**src/rtl/msg_rx_pkg.sv**
```systemverilog
package msg_rx_pkg;
  localparam logic [7:0]  SOF_BYTE     = 8'hA5;
  localparam logic [15:0] DIRECT_TOP   = 16'hFC00;
  localparam logic [7:0]  PG_SHORT     = 8'hFC;
  localparam logic [7:0]  PG_GROUP     = 8'hFD;
  localparam logic [7:0]  PG_MAIN_HI   = 8'hFE;
  localparam logic [7:0]  PG_BCAST     = 8'hFF;
  localparam logic [7:0]  BC_MASKABLE  = 8'hFE;
  localparam logic [7:0]  BC_ALL       = 8'hFF;
  localparam logic [15:0] MAIN_RST     = 16'hFF00;
  localparam int          HDR_BYTES    = 4;

  typedef enum logic [2:0] {
    ST_HUNT, ST_COUNT, ST_ADDR_HI, ST_ADDR_LO, ST_CMD, ST_DATA, ST_CKS
  } rx_state_t;
endpackage

```
**src/rtl/msg_addr_regs.sv**
```systemverilog
module msg_addr_regs
  import msg_rx_pkg::*;
#(
  parameter int MAIN_W = 16,
  parameter int SUB_W  = 8
) (
  input  logic              clk,
  input  logic              rst,
  input  logic              main_load,
  input  logic [MAIN_W-1:0] main_in,
  input  logic              grp_load,
  input  logic [SUB_W-1:0]  grp_in,
  input  logic              short_load,
  input  logic [SUB_W-1:0]  short_in,
  output logic [MAIN_W-1:0] main_q,
  output logic [SUB_W-1:0]  grp_q,
  output logic [SUB_W-1:0]  short_q
);
  always_ff @(posedge clk) begin
    if (rst) begin
      main_q  <= MAIN_W'(MAIN_RST);
      grp_q   <= '0;
      short_q <= '0;
    end else begin
      if (main_load)  main_q  <= main_in;
      if (grp_load)   grp_q   <= grp_in;
      if (short_load) short_q <= short_in;
    end
  end
endmodule

```
**src/rtl/msg_addr_match.sv**
```systemverilog
module msg_addr_match
  import msg_rx_pkg::*;
(
  input  logic [15:0] dest,
  input  logic [15:0] main_q,
  input  logic [7:0]  grp_q,
  input  logic [7:0]  short_q,
  input  logic        bcast_mask,
  output logic        hit
);
  logic [7:0] page;
  logic [7:0] low;
  assign page = dest[15:8];
  assign low  = dest[7:0];

  always_comb begin
    hit = 1'b0;
    if (dest < DIRECT_TOP) begin
      hit = (dest == main_q);
    end else begin
      case (page)
        PG_SHORT:   hit = (low == short_q);
        PG_GROUP:   hit = (low == grp_q);
        PG_MAIN_HI: hit = (low == main_q[15:8]);
        PG_BCAST:   hit = (low == BC_ALL) || ((low == BC_MASKABLE) && !bcast_mask);
        default:    hit = 1'b0;
      endcase
    end
  end
endmodule

```
**src/rtl/msg_frame_parser.sv**
```systemverilog
module msg_frame_parser
  import msg_rx_pkg::*;
#(
  parameter int MAX_DATA = 18,
  localparam int LEN_W   = $clog2(MAX_DATA + 1)
) (
  input  logic             clk,
  input  logic             rst,
  input  logic             rx_valid,
  input  logic [7:0]       rx_byte,
  input  logic             addr_hit,
  output logic [15:0]      dest_q,
  input  logic [LEN_W-1:0] rd_idx,
  output logic [7:0]       rd_byte,
  output logic [7:0]       cmd_out,
  output logic [LEN_W-1:0] len_out,
  output logic             frame_ok,
  output logic             frame_err
);
  localparam logic [7:0] CNT_MIN = 8'(HDR_BYTES);
  localparam logic [7:0] CNT_MAX = 8'(MAX_DATA + HDR_BYTES);
  localparam logic [LEN_W-1:0] DEPTH = LEN_W'(MAX_DATA);

  rx_state_t        st_q;
  logic [7:0]       sum_q;
  logic [7:0]       cmd_q;
  logic [LEN_W-1:0] n_q;
  logic [LEN_W-1:0] idx_q;
  logic [7:0]       buf_mem [MAX_DATA];
  logic             cnt_bad;
  logic [7:0]       sum_nx;

  assign cnt_bad = (rx_byte < CNT_MIN) || (rx_byte > CNT_MAX);
  assign sum_nx  = sum_q + rx_byte;

  always_ff @(posedge clk) begin
    if (rst) begin
      st_q      <= ST_HUNT;
      sum_q     <= '0;
      cmd_q     <= '0;
      dest_q    <= '0;
      n_q       <= '0;
      idx_q     <= '0;
      cmd_out   <= '0;
      len_out   <= '0;
      frame_ok  <= 1'b0;
      frame_err <= 1'b0;
    end else begin
      frame_ok  <= 1'b0;
      frame_err <= 1'b0;
      if (rx_valid) begin
        case (st_q)
          ST_HUNT: begin
            if (rx_byte == SOF_BYTE) st_q <= ST_COUNT;
          end
          ST_COUNT: begin
            if (cnt_bad) begin
              frame_err <= 1'b1;
              st_q      <= ST_HUNT;
            end else begin
              n_q   <= LEN_W'(rx_byte - CNT_MIN);
              sum_q <= rx_byte;
              st_q  <= ST_ADDR_HI;
            end
          end
          ST_ADDR_HI: begin
            dest_q[15:8] <= rx_byte;
            sum_q        <= sum_nx;
            st_q         <= ST_ADDR_LO;
          end
          ST_ADDR_LO: begin
            dest_q[7:0] <= rx_byte;
            sum_q       <= sum_nx;
            st_q        <= ST_CMD;
          end
          ST_CMD: begin
            cmd_q <= rx_byte;
            sum_q <= sum_nx;
            idx_q <= '0;
            st_q  <= (n_q == '0) ? ST_CKS : ST_DATA;
          end
          ST_DATA: begin
            sum_q <= sum_nx;
            idx_q <= idx_q + 1'b1;
            if (idx_q == n_q - 1'b1) st_q <= ST_CKS;
          end
          ST_CKS: begin
            st_q <= ST_HUNT;
            if (rx_byte != sum_q) begin
              frame_err <= 1'b1;
            end else if (addr_hit) begin
              frame_ok <= 1'b1;
              cmd_out  <= cmd_q;
              len_out  <= n_q;
            end
          end
          default: st_q <= ST_HUNT;
        endcase
      end
    end
  end

  // payload store: one write port, one registered read port
  always_ff @(posedge clk) begin
    if (rx_valid && (st_q == ST_DATA)) buf_mem[idx_q] <= rx_byte;
  end

  always_ff @(posedge clk) begin
    if (rd_idx < DEPTH) rd_byte <= buf_mem[rd_idx];
    else                rd_byte <= '0;
  end
endmodule

```
**src/rtl/msg_frame_rx.sv**
```systemverilog
module msg_frame_rx
  import msg_rx_pkg::*;
#(
  parameter int MAX_DATA = 18
) (
  input  logic                           clk,
  input  logic                           rst,
  input  logic                           rx_valid,
  input  logic [7:0]                     rx_byte,
  input  logic                           main_load,
  input  logic [15:0]                    main_in,
  input  logic                           grp_load,
  input  logic [7:0]                     grp_in,
  input  logic                           short_load,
  input  logic [7:0]                     short_in,
  input  logic                           bcast_mask,
  input  logic [$clog2(MAX_DATA+1)-1:0]  rd_idx,
  output logic [7:0]                     rd_byte,
  output logic [7:0]                     cmd_out,
  output logic [$clog2(MAX_DATA+1)-1:0]  len_out,
  output logic                           frame_ok,
  output logic                           frame_err
);
  logic [15:0] main_q;
  logic [7:0]  grp_q;
  logic [7:0]  short_q;
  logic [15:0] dest_q;
  logic        addr_hit;

  msg_addr_regs #(.MAIN_W(16), .SUB_W(8)) i_regs (
    .clk(clk), .rst(rst),
    .main_load(main_load), .main_in(main_in),
    .grp_load(grp_load), .grp_in(grp_in),
    .short_load(short_load), .short_in(short_in),
    .main_q(main_q), .grp_q(grp_q), .short_q(short_q)
  );

  msg_addr_match i_match (
    .dest(dest_q), .main_q(main_q), .grp_q(grp_q), .short_q(short_q),
    .bcast_mask(bcast_mask), .hit(addr_hit)
  );

  msg_frame_parser #(.MAX_DATA(MAX_DATA)) i_parser (
    .clk(clk), .rst(rst),
    .rx_valid(rx_valid), .rx_byte(rx_byte),
    .addr_hit(addr_hit), .dest_q(dest_q),
    .rd_idx(rd_idx), .rd_byte(rd_byte),
    .cmd_out(cmd_out), .len_out(len_out),
    .frame_ok(frame_ok), .frame_err(frame_err)
  );
endmodule

```
**config.mk**
```make
export PLATFORM = sky130hd
export DESIGN_NAME = msg_frame_rx
export DESIGN_NICKNAME = d
export VERILOG_FILES = /design/src/rtl/msg_rx_pkg.sv /design/src/rtl/msg_addr_regs.sv /design/src/rtl/msg_addr_match.sv /design/src/rtl/msg_frame_parser.sv /design/src/rtl/msg_frame_rx.sv
export SDC_FILE = /design/constraint.sdc
export NUM_CORES = 1
export LEC_CHECK = 0
export ABC_AREA = 1
export ABC_CLOCK_PERIOD_IN_PS = 5100
export BUFFER_PORTS_ARGS = -buffer_cell sky130_fd_sc_hd__buf_2
export CAP_MARGIN = 5
export CORE_AREA = 4 4 149 151
export CTS_CLUSTER_SIZE = 10
export DETAILED_ROUTE_END_ITERATION = 8
export DIE_AREA = 0 0 153 155
export GPL_TIMING_DRIVEN = 0
export MAX_ROUTING_LAYER = met4
export PLACE_DENSITY = 0.72
export SYNTH_ARGS = -nofsm -noshare
export SYNTH_HDL_FRONTEND = slang
export SYNTH_SLANG_ARGS = --single-unit
```
**constraint.sdc**
```tcl
create_clock -name clk -period 5.1 [get_ports clk]
set_input_delay 1.02 -clock clk [delete_from_list [all_inputs] [get_ports clk]]
set_output_delay 1.02 -clock clk [all_outputs]
set_load 0.05 [all_outputs]
```
==> results of run 1 <==
==> worst max-delay path, cell delays in order <==
cell and delay, ps:
buf_2 500, ha_1 390, nor4_1 340, nand3_1 240, nor3_1 370, clkbuf_1 390
nand3_1 140, nand2_1 80, nor2_1 40
==> Yosys cell counts (all sizes together) <==
cell type,n
a31oi,5
a41oi,1
clkbuf,44
o31ai,5
fa,1
xor2,17
o21bai,1
buf,7
nor3,12
xnor2,5
mux2i,4
a221oi,1
nand3b,2
a211oi,1
o32ai,2
nand3,68
nand2,132
o221ai,7
clkinv,1
inv,80
dfxtp,100
nand4,8
o22ai,27
edfxtp,144
ha,14
o211ai,10
nor2,192
or2,4
nor4,4
a21oi,63
o21ai,144
==> placed cells by master, fill, tap and decap left out, drive strengths merged, types with 27 or more instances in the layout <==
master / n
edfxtp: 144
inv: 80
dfxtp: 100
a21oi: 63
buf: 77
clkbuf: 92
o21ai: 144
nor2: 192
o22ai: 27
nand3: 68
nand2: 132
==> cell type report <==
cell class                      instances  area [sq um]  share of cell area
Timing Repair Buffer                   70           350              0.0291
Multi-Input combinational cell        730          3700               0.307
Inverter                               81           304              0.0253
Buffer                                 51           215              0.0179
Clock buffer                           48           786              0.0653
Clock inverter                          1          16.3             0.00135
Tap cell                              275           344              0.0286
Sequential cell                       244          6330               0.525
==> worst paths after layout <==
kind,from,end,slack (ps),cells past startpoint
max,rx_byte[6],i_parser.len_out[1],2020,9
min reg2reg,i_parser.cmd_q[0],i_parser.cmd_q[0],460,2
min,i_parser.cmd_q[0],i_parser.cmd_q[0],460,2
max reg2reg,i_parser.st_q[0],i_parser.buf_mem[4][6],2370,6
==> per-stage QoR <==
| step | worst slack [ps] | instance area [sq um] | util | hold WS [ps] | std cells |
|---|---|---|---|---|---|
| floorplan | 2460 | 10500 | - | 430 | 1106 |
| global placement | 1440 | 11200 | 0.540 | 441 | 1451 |
| detailed placement | 1430 | 11200 | 0.540 | 450 | 1451 |
| CTS | 2000 | 12000 | 0.578 | 457 | 1500 |
| global route | 1740 | 12000 | 0.578 | 474 | 1500 |
| finish | 2020 | 12000 | 0.578 | 455 | 1500 |
==> sequential cells by signal, indices dropped and copies added (netlist names), 8 cells and up <==
| name | flops |
|---|---|
| i_parser.buf_mem | 144 |
| i_parser.cmd_out | 8 |
| i_parser.cmd_q | 8 |
| i_regs.short_q | 8 |
| i_parser.rd_byte | 8 |
| i_regs.grp_q | 8 |
| i_parser.sum_q | 8 |
| i_regs.main_q | 16 |
| i_parser.dest_q | 16 |
==> kinds of logic (layout without fill, tap and decap cells) <==
group / count (synthesis) / after routing / share of synthesized area
compound gates: 267 / 267 / 0.140
xor+xnor: 22 / 22 / 0.0183
fa+ha+maj: 15 / 15 / 0.0185
buf+inv: 132 / 251 / 0.0493
flops: 244 / 244 / 0.600
mux: 4 / 4 / 0.00380
simple gates: 422 / 422 / 0.170
==> layer usage <==
| metal | share of wire | GRT usage | wire length [um] | vias to the layer above |
|---|---|---|---|---|
| met2 | 0.48 | 0.385 | 13000 | 330 |
| met3 | 0.074 | 0.0381 | 2000 | 67 |
| met4 | 0.037 | 0.0938 | 989 | 0 |
| met5 | 0 | - | 0 | - |
| met1 | 0.41 | 0.280 | 10900 | 3860 |
| li1 | - | - | - | 4030 |
==> where the power goes <==
group,internal [mW],switching (mW)
Combinational,0.117,0.259
Sequential,2.13,0.0244
Clock,1.03,0.746
==> metrics, run 1 <==
layout cells sized above 1=0.102; min Tclk post-route=~3100 ps; initial antenna violation count=0; # hold bufs at CTS=0; dpl hpwl=18000 um; initial detailed-routing violation count=661; H-tree levels=1; CP Capture Type=register; Tcrit/Tclk final=0.604; number of fill cells in the layout=1842; pwr/cell area=358 mW/mm^2; GRT Total Usage=0.230; routed len/inst=18.0 um; drt total wl=26900 um; Req. time, crit path=5540 ps; warnings from Yosys=0; Setup-failing EPs final=0; Via density=5.52; Syn Nets=1173; GP Congestion=just over 0.9; Layout area overhead=14.2%; worst vdd ir=0.000245 V; syn avg cell area=9.53 sq um; worst setup path class=in2reg; Worst Path Arrival=roughly 3500 ps; IO Pins=75; Fin Setup TNS=0 ps; die height=155 um; worst hold path class=reg2reg; Reg clk slew, reported paths=approximately 60 ps; sequential area share after synthesis=0.600; CTS root buffer=clkbuf_16; CTS Buf Count=28; Pre-antenna DRT Iters=5; total of max-cap violations=0; cell area after synthesis=0.0105 sq mm; first-pass GRT wire length=42300 um; Leak=4.57 nW; total gr overflow=0; Antenna Nets Post-Route=0; cts repair resizes=0; Die Area=0.0237 sq mm; row cnt=53; Clock Latency Late Sink=about 550 ps; core area=~0.021 sq mm; largest net degree at the start of global routing=28; final hold vios=0; CTS tree=yes; worst relative slew slack=0.408; crit-path max FO=24; die width=153 um; Worst Max-Slew Pin Slew=884 ps; status=finished clean; Post-Synthesis Cells=between 1000 and 1500; Seq cells post-synth=244; Synth area leader=edfxtp_1; Highest Clock Rate=325 MHz; Num Clock Sinks=244; Longest Clk Path Bufs=3; Nets=1273; n_diodes=0; Fin Clk Skew=~35 ps; initial core utilization=0.506; PortBufs=70; ranking of synthesized cells by area=edfxtp_1, dfxtp_1, o21ai_0; RSZ-0062 raised after global routing=no; vias in the first global route=between 8000 and 9000; Worst setup SP type=input port; # DRC=0; post-synth top area share=0.410; Final Slew Violations=0; number of unique standard cell types used by synthesis=slightly above 40; Post-CTS Setup Inserts=0; via count=~8300; total power=about 4.3 mW
Note: power is estimated with default switching activity, not from simulation.
==> run 2, diff against run 1 <==
--- a/config.mk
+++ b/config.mk
@@ -6,7 +6,7 @@
 export NUM_CORES = 1
 export LEC_CHECK = 0
 export ABC_AREA = 1
-export ABC_CLOCK_PERIOD_IN_PS = 5100
+export ABC_CLOCK_PERIOD_IN_PS = 2600
 export BUFFER_PORTS_ARGS = -buffer_cell sky130_fd_sc_hd__buf_2
 export CAP_MARGIN = 5
 export CORE_AREA = 4 4 149 151
@@ -15,7 +15,7 @@
 export DIE_AREA = 0 0 153 155
 export GPL_TIMING_DRIVEN = 0
 export MAX_ROUTING_LAYER = met4
-export PLACE_DENSITY = 0.72
+export PLACE_DENSITY = 0.74
 export SYNTH_ARGS = -nofsm -noshare
 export SYNTH_HDL_FRONTEND = slang
 export SYNTH_SLANG_ARGS = --single-unit
==> constraint.sdc (replaced) <==
create_clock -name clk -period 2.6 [get_ports clk]
set_input_delay 0.52 -clock clk [delete_from_list [all_inputs] [get_ports clk]]
set_output_delay 0.52 -clock clk [all_outputs]
set_load 0.05 [all_outputs]
==> metrics, run 2 (same netlist as run 1, synthesis figures left out) <==
worst setup path class=in2reg; die width=153 um (unchanged); Sw Ratio=0.238 (-0.000785); register area=0.00633 sq mm (unchanged); Worst R2R Start=i_parser.sum_q[6]; final hold vios=0 (unchanged); Worst setup startpoint=rx_byte[0]; largest net degree at the start of global routing=28 (unchanged); top flop regs=i_parser.buf_mem x144, i_parser.dest_q x16, i_regs.main_q x16; row cnt=53 (unchanged); Worst Max-Slew Pin Slew=731 ps (-153 ps); Num Clock Sinks=244 (unchanged); CTS tree=yes; worst vdd ir=0.000489 V (+100%); pwr/cell area=694 mW/mm^2 (+94%); core area=0.0208 sq mm (unchanged); sequential share of power=0.498 (about the same); status=finished clean; total of max-cap violations=0 (unchanged); Tcrit/Tclk final=0.927; vias in the first global route=8200 (+1.3%); Clock Latency Late Sink=540 ps (about the same); Via density=5.62 (+1.8%); combinational share of power=0.088 (about the same); pre-CTS setup slack=-601 ps (-2030 ps); Int Pwr=6.45 mW (+97%); CTS root buffer=clkbuf_16; number of fill cells in the layout=1807 (-1.9%); Setup-failing EPs final=0 (unchanged); Longest Clk Path Bufs=3 (unchanged); Fin Clk Skew=19.4 ps (-15.1 ps); Final Core Density=0.586 (+0.00763); layout cells sized above 1=0.123 (+0.0205); Layout area overhead=15.7%; PortBufs=70 (unchanged); H-tree levels=1 (unchanged); Pre-antenna DRT Iters=5 (unchanged); Hold Path Origin=main_in[10]; multi-input logic area=0.00384 sq mm (+3.9%); Reg clk slew, reported paths=60 ps (about the same); total power=8.47 mW (+97%); Antenna Nets Post-Route=0 (unchanged); initial antenna violation count=0 (unchanged); Fin Setup TNS=0 ps (unchanged); Leak=4.58 nW (+0.22%); IO Pins=75 (unchanged); sw power=2.02 mW (+96%); max reg flops=144 (unchanged); # DRC=0 (unchanged); Highest Clock Rate=~420 MHz; GRT Total Usage=0.231 (+0.000695); initial detailed-routing violation count=685 (+3.6%); total gr overflow=0 (unchanged); CTS Buf Count=28 (unchanged); worst relative slew slack=0.512 (+0.104); n_diodes=0 (unchanged); most frequent cells in the layout=nor2_1, edfxtp_1, o21ai_0; Worst Path Arrival=2840 ps (-680 ps); Die Area=0.0237 sq mm (unchanged); die height=155 um (unchanged); initial core utilization=0.506 (unchanged); via count=8430 (+1.7%); routed len/inst=18.0 um (+0.50%); Largest Register=i_parser.buf_mem; GP Congestion=0.946 (+2.6%); first-pass GRT wire length=42700 um (+1.0%); Final Slew Violations=0 (unchanged); crit-path max FO=26 (+8.3%); worst hold path class=in2reg; R2R setup slack=250 ps (-2120 ps); drt total wl=27000 um (+0.43%); Req. time, crit path=3030 ps (-2510 ps); RSZ-0062 raised after global routing=no; hold_ws=198 ps (-257 ps); clock power share=0.414 (about the same); commonest non-fill, non-tap cell in the layout=nor2_1; CP Capture Type=register; dpl hpwl=18200 um (+1.2%); Nets=1273 (unchanged); worst setup margin=191 ps (-1830 ps); Worst setup SP type=input port; min Tclk post-route=between 2000 and 2500 ps
-- run 2: changes by cell type in the layout (fill, tap and decap cells not counted), sizes merged --
cell and delta:
buf -2, clkbuf +1
-- run 2: power by group through the flow --
stage / Clock (mW) / Sequential, mW / Combinational (mW)
after global placement: 0 / 4.29 / 0.720
after floorplan: 0 / 4.32 / 0.433
after CTS: 3.54 / 4.21 / 0.739
after global routing: 3.74 / 4.22 / 0.835
final: 3.50 / 4.22 / 0.746
after detailed placement: 0 / 4.30 / 0.734
-- run 2: through the flow --
step | area (sq um) | instances
global route | 12200 | 1499
floorplan | 10500 | 1106
global placement | 11200 | 1451
detailed placement | 11200 | 1451
finish | 12200 | 1499
CTS | 12100 | 1499
-- run 2: cell type report --
cell class	instances	area share
sequential	244	0.519
multi-input combinational	730	0.315
clock buffer	47	0.0649
timing repair buffer	70	0.0293
tap	275	0.0282
inverter	81	0.0249
buffer	51	0.0176
clock inverter	1	0.00133
-- run 2: layer usage --
layer | vias to the layer above | track usage | wire length [um]
met2 | 344 | 0.378 | 13000
met5 | - | - | 0
met1 | 3966 | 0.281 | 10800
met3 | 80 | 0.0395 | 2120
li1 | 4040 | - | -
met4 | 0 | 0.107 | 1130
-- run 2: critical path, cell delays in order --
cell and delay [ps]:
buf_2 460, ha_1 350, nor4_1 270, nand3_1 240, nor3_2 330, clkbuf_1 380
nand3_1 130, nand2_1 80, nor2_1 50
-- run 2: what timing repair did --
item	4_1_cts	5_1_grt
endpoints found under the setup margin	78	158
buffers inserted	0	0
hold buffers	0	0
gates resized for setup	12	31
-- run 2: final timing paths --
check                                      endpoint  cells after the start
worst max-delay path            i_parser.len_out[0]                      9
worst min-delay path              i_regs.main_q[10]                      3
worst max register to register  i_parser.len_out[0]                      8
worst min register to register    i_parser.cmd_q[7]                      2
==> run 3, diff against run 2 <==
--- a/config.mk
+++ b/config.mk
@@ -16,6 +16,7 @@
 export GPL_TIMING_DRIVEN = 0
 export MAX_ROUTING_LAYER = met4
 export PLACE_DENSITY = 0.74
+export REMOVE_ABC_BUFFERS = 1
 export SYNTH_ARGS = -nofsm -noshare
 export SYNTH_HDL_FRONTEND = slang
 export SYNTH_SLANG_ARGS = --single-unit
==> metrics, run 3 (same netlist as run 1, synthesis figures left out) <==
pwr/cell area=702 mW/mm^2 (+1.2%); most frequent cells in the layout=nor2_1, edfxtp_1, o21ai_0; Largest Register=i_parser.buf_mem; status=finished clean; crit-path max FO=8 (-69%); GP Congestion=0.892 (-5.7%); worst vdd ir=0.000504 V (+3.2%); first-pass GRT wire length=40300 um (-5.5%); Antenna Nets Post-Route=0 (unchanged); CTS Buf Count=28 (unchanged); PortBufs=74 (+5.7%); Pre-antenna DRT Iters=4 (-1); slowest cell on the critical path=nand2_1; clock power share=0.417 (+0.003); Setup-failing EPs final=0 (unchanged); Layout area overhead=14.1%; CTS tree=yes; wire length on met2=12200 um (-5.5%); Leak=4.53 nW (-1.1%); dpl hpwl=15600 um (-14%); Longest Clk Path Bufs=3 (unchanged); Worst Max-Slew Pin Slew=762 ps (+30.4 ps); # hold bufs at CTS=0 (unchanged); die width=153 um (unchanged); initial detailed-routing violation count=594 (-13%); final hold vios=0 (unchanged); worst hold path class=in2reg; CP Capture Type=register; RSZ-0062 raised after global routing=yes; total gr overflow=0 (unchanged); Final Core Density=0.578 (-0.00805); routed len/inst=17.3 um (-4.0%); slowest stage delay, CP=510 ps (+50 ps); DR top layer=met4; Clock Latency Late Sink=540 ps (about the same); Final Slew Violations=0 (unchanged); combinational share of power=0.084 (-0.004); Num Clock Sinks=244 (unchanged); CTS root buffer=clkbuf_16; min Tclk post-route=2540 ps (+128 ps); total power=8.45 mW (-0.20%); worst setup path class=reg2reg; largest net degree at the start of global routing=74 (+160%); initial antenna violation count=0 (unchanged); sequential share of power=0.499 (about the same); Int Pwr=6.45 mW (about the same); Via density=5.52 (-1.9%); vias in the first global route=7845 (-4.3%); Crit path top cell by count=inv_1; Top delay family on crit path=simple AND/OR/NAND/NOR gates; via count=8031 (-4.7%); top flop regs=i_parser.buf_mem x144, i_parser.dest_q x16, i_regs.main_q x16; Tcrit/Tclk final=0.976 (+0.0493); CP bufs+invs=2 (unchanged); core area=0.0208 sq mm (unchanged); Sw Ratio=0.236 (-0.00209); Req. time, crit path=2820 ps (-210 ps); Nets=1229 (-3.5%); Worst setup SP type=register; critical path, cell by cell=inv_1 > nor3_1 > inv_1 > nor2_1 > nand2_1 > nor2_4; initial core utilization=0.506 (unchanged); sw power=2.00 mW (-1.1%); die height=155 um (unchanged); IO Pins=75 (unchanged); Highest Clock Rate=394 MHz (-5.0%); GRT Total Usage=0.214 (-0.0167); Reg clk slew, reported paths=60 ps (about the same); Worst Path Arrival=2750 ps (-90 ps); n_diodes=0 (unchanged); row cnt=53 (unchanged); H-tree levels=1 (unchanged); drt total wl=25200 um (-6.8%); Metal-1 WL=10600 um (-2.1%); Fin Clk Skew=15.3 ps (-4.11 ps); layout cells sized above 1=0.127 (+0.00457); # DRC=0 (unchanged); met3 wire length=1520 um (-28%); commonest non-fill, non-tap cell in the layout=nor2_1; total of max-cap violations=0 (unchanged); worst relative slew slack=0.492 (-0.0203); max reg flops=144 (unchanged); Die Area=0.0237 sq mm (unchanged)
==> run 3: changes by cell type in the layout (fill, tap and decap cells not counted), moves of 3 or more <==
cell / delta
clkbuf_1: -44
inv_1: -3
nand2_1: +3
nand2_2: -3
nor2_2: +7
nor2_4: -7
==> run 3: metal layers <==
metal	vias up	track usage
li1	3940	-
met1	3769	0.265
met2	268	0.365
met3	54	0.0317
met4	0	0.0675
met5	-	-
==> run 3: path summary, 6_finish.rpt <==
check	to	cells past startpoint	start	slack, ps
max	i_parser.buf_mem[8][2]	6	i_parser.st_q[0]	60
min	i_regs.main_q[9]	3	main_in[9]	200
max reg2reg	i_parser.buf_mem[8][2]	6	i_parser.st_q[0]	60
min reg2reg	i_parser.cmd_q[7]	2	i_parser.cmd_q[7]	450
==> run 3: final cells by class <==
type	count	area, sq um
fill	1798	8790
timing repair buffer	77	424
sequential	244	6330
clock inverter	1	30.0
tap	275	344
multi-input combinational	730	3810
inverter	81	308
clock buffer	47	792
==> run 3: worst register-to-register path: cells and delay by family, from the launching register on <==
family,cells,cell delay [ps]
and+or+nand+nor,4,1600
DFF,1,380
buffers and inverters,2,240
==> run 3: repair_timing <==
action / CTS / global route
setup endpoints to repair: 104 / 146
setup buffers: 0 / 0
resized for setup: 11 / 20
==> run 3: stage by stage <==
stage | setup slack [ps] | area [sq um] | cells | setup TNS (ps) | hold WS, ps
after detailed placement | -736 | 11100 | 1407 | -16980 | 446
after global routing | -158 | 12000 | 1455 | -9220 | 194
after CTS | -78.0 | 12000 | 1455 | -1980 | 185
after floorplan | 128 | 10300 | 1055 | 0 | 432
final | 62.6 | 12000 | 1455 | 0 | 196
after global placement | -1600 | 11000 | 1404 | -35550 | 441
==> run 3: power by group through the flow <==
stage / registers [mW] / logic (mW) / clock network (mW)
2_1_floorplan: 4.33 / 0.394 / 0
3_3_place_gp: 4.29 / 0.683 / 0
3_5_place_dp: 4.29 / 0.704 / 0
4_1_cts: 4.21 / 0.710 / 3.57
5_1_grt: 4.22 / 0.797 / 3.74
6_report: 4.22 / 0.712 / 3.52
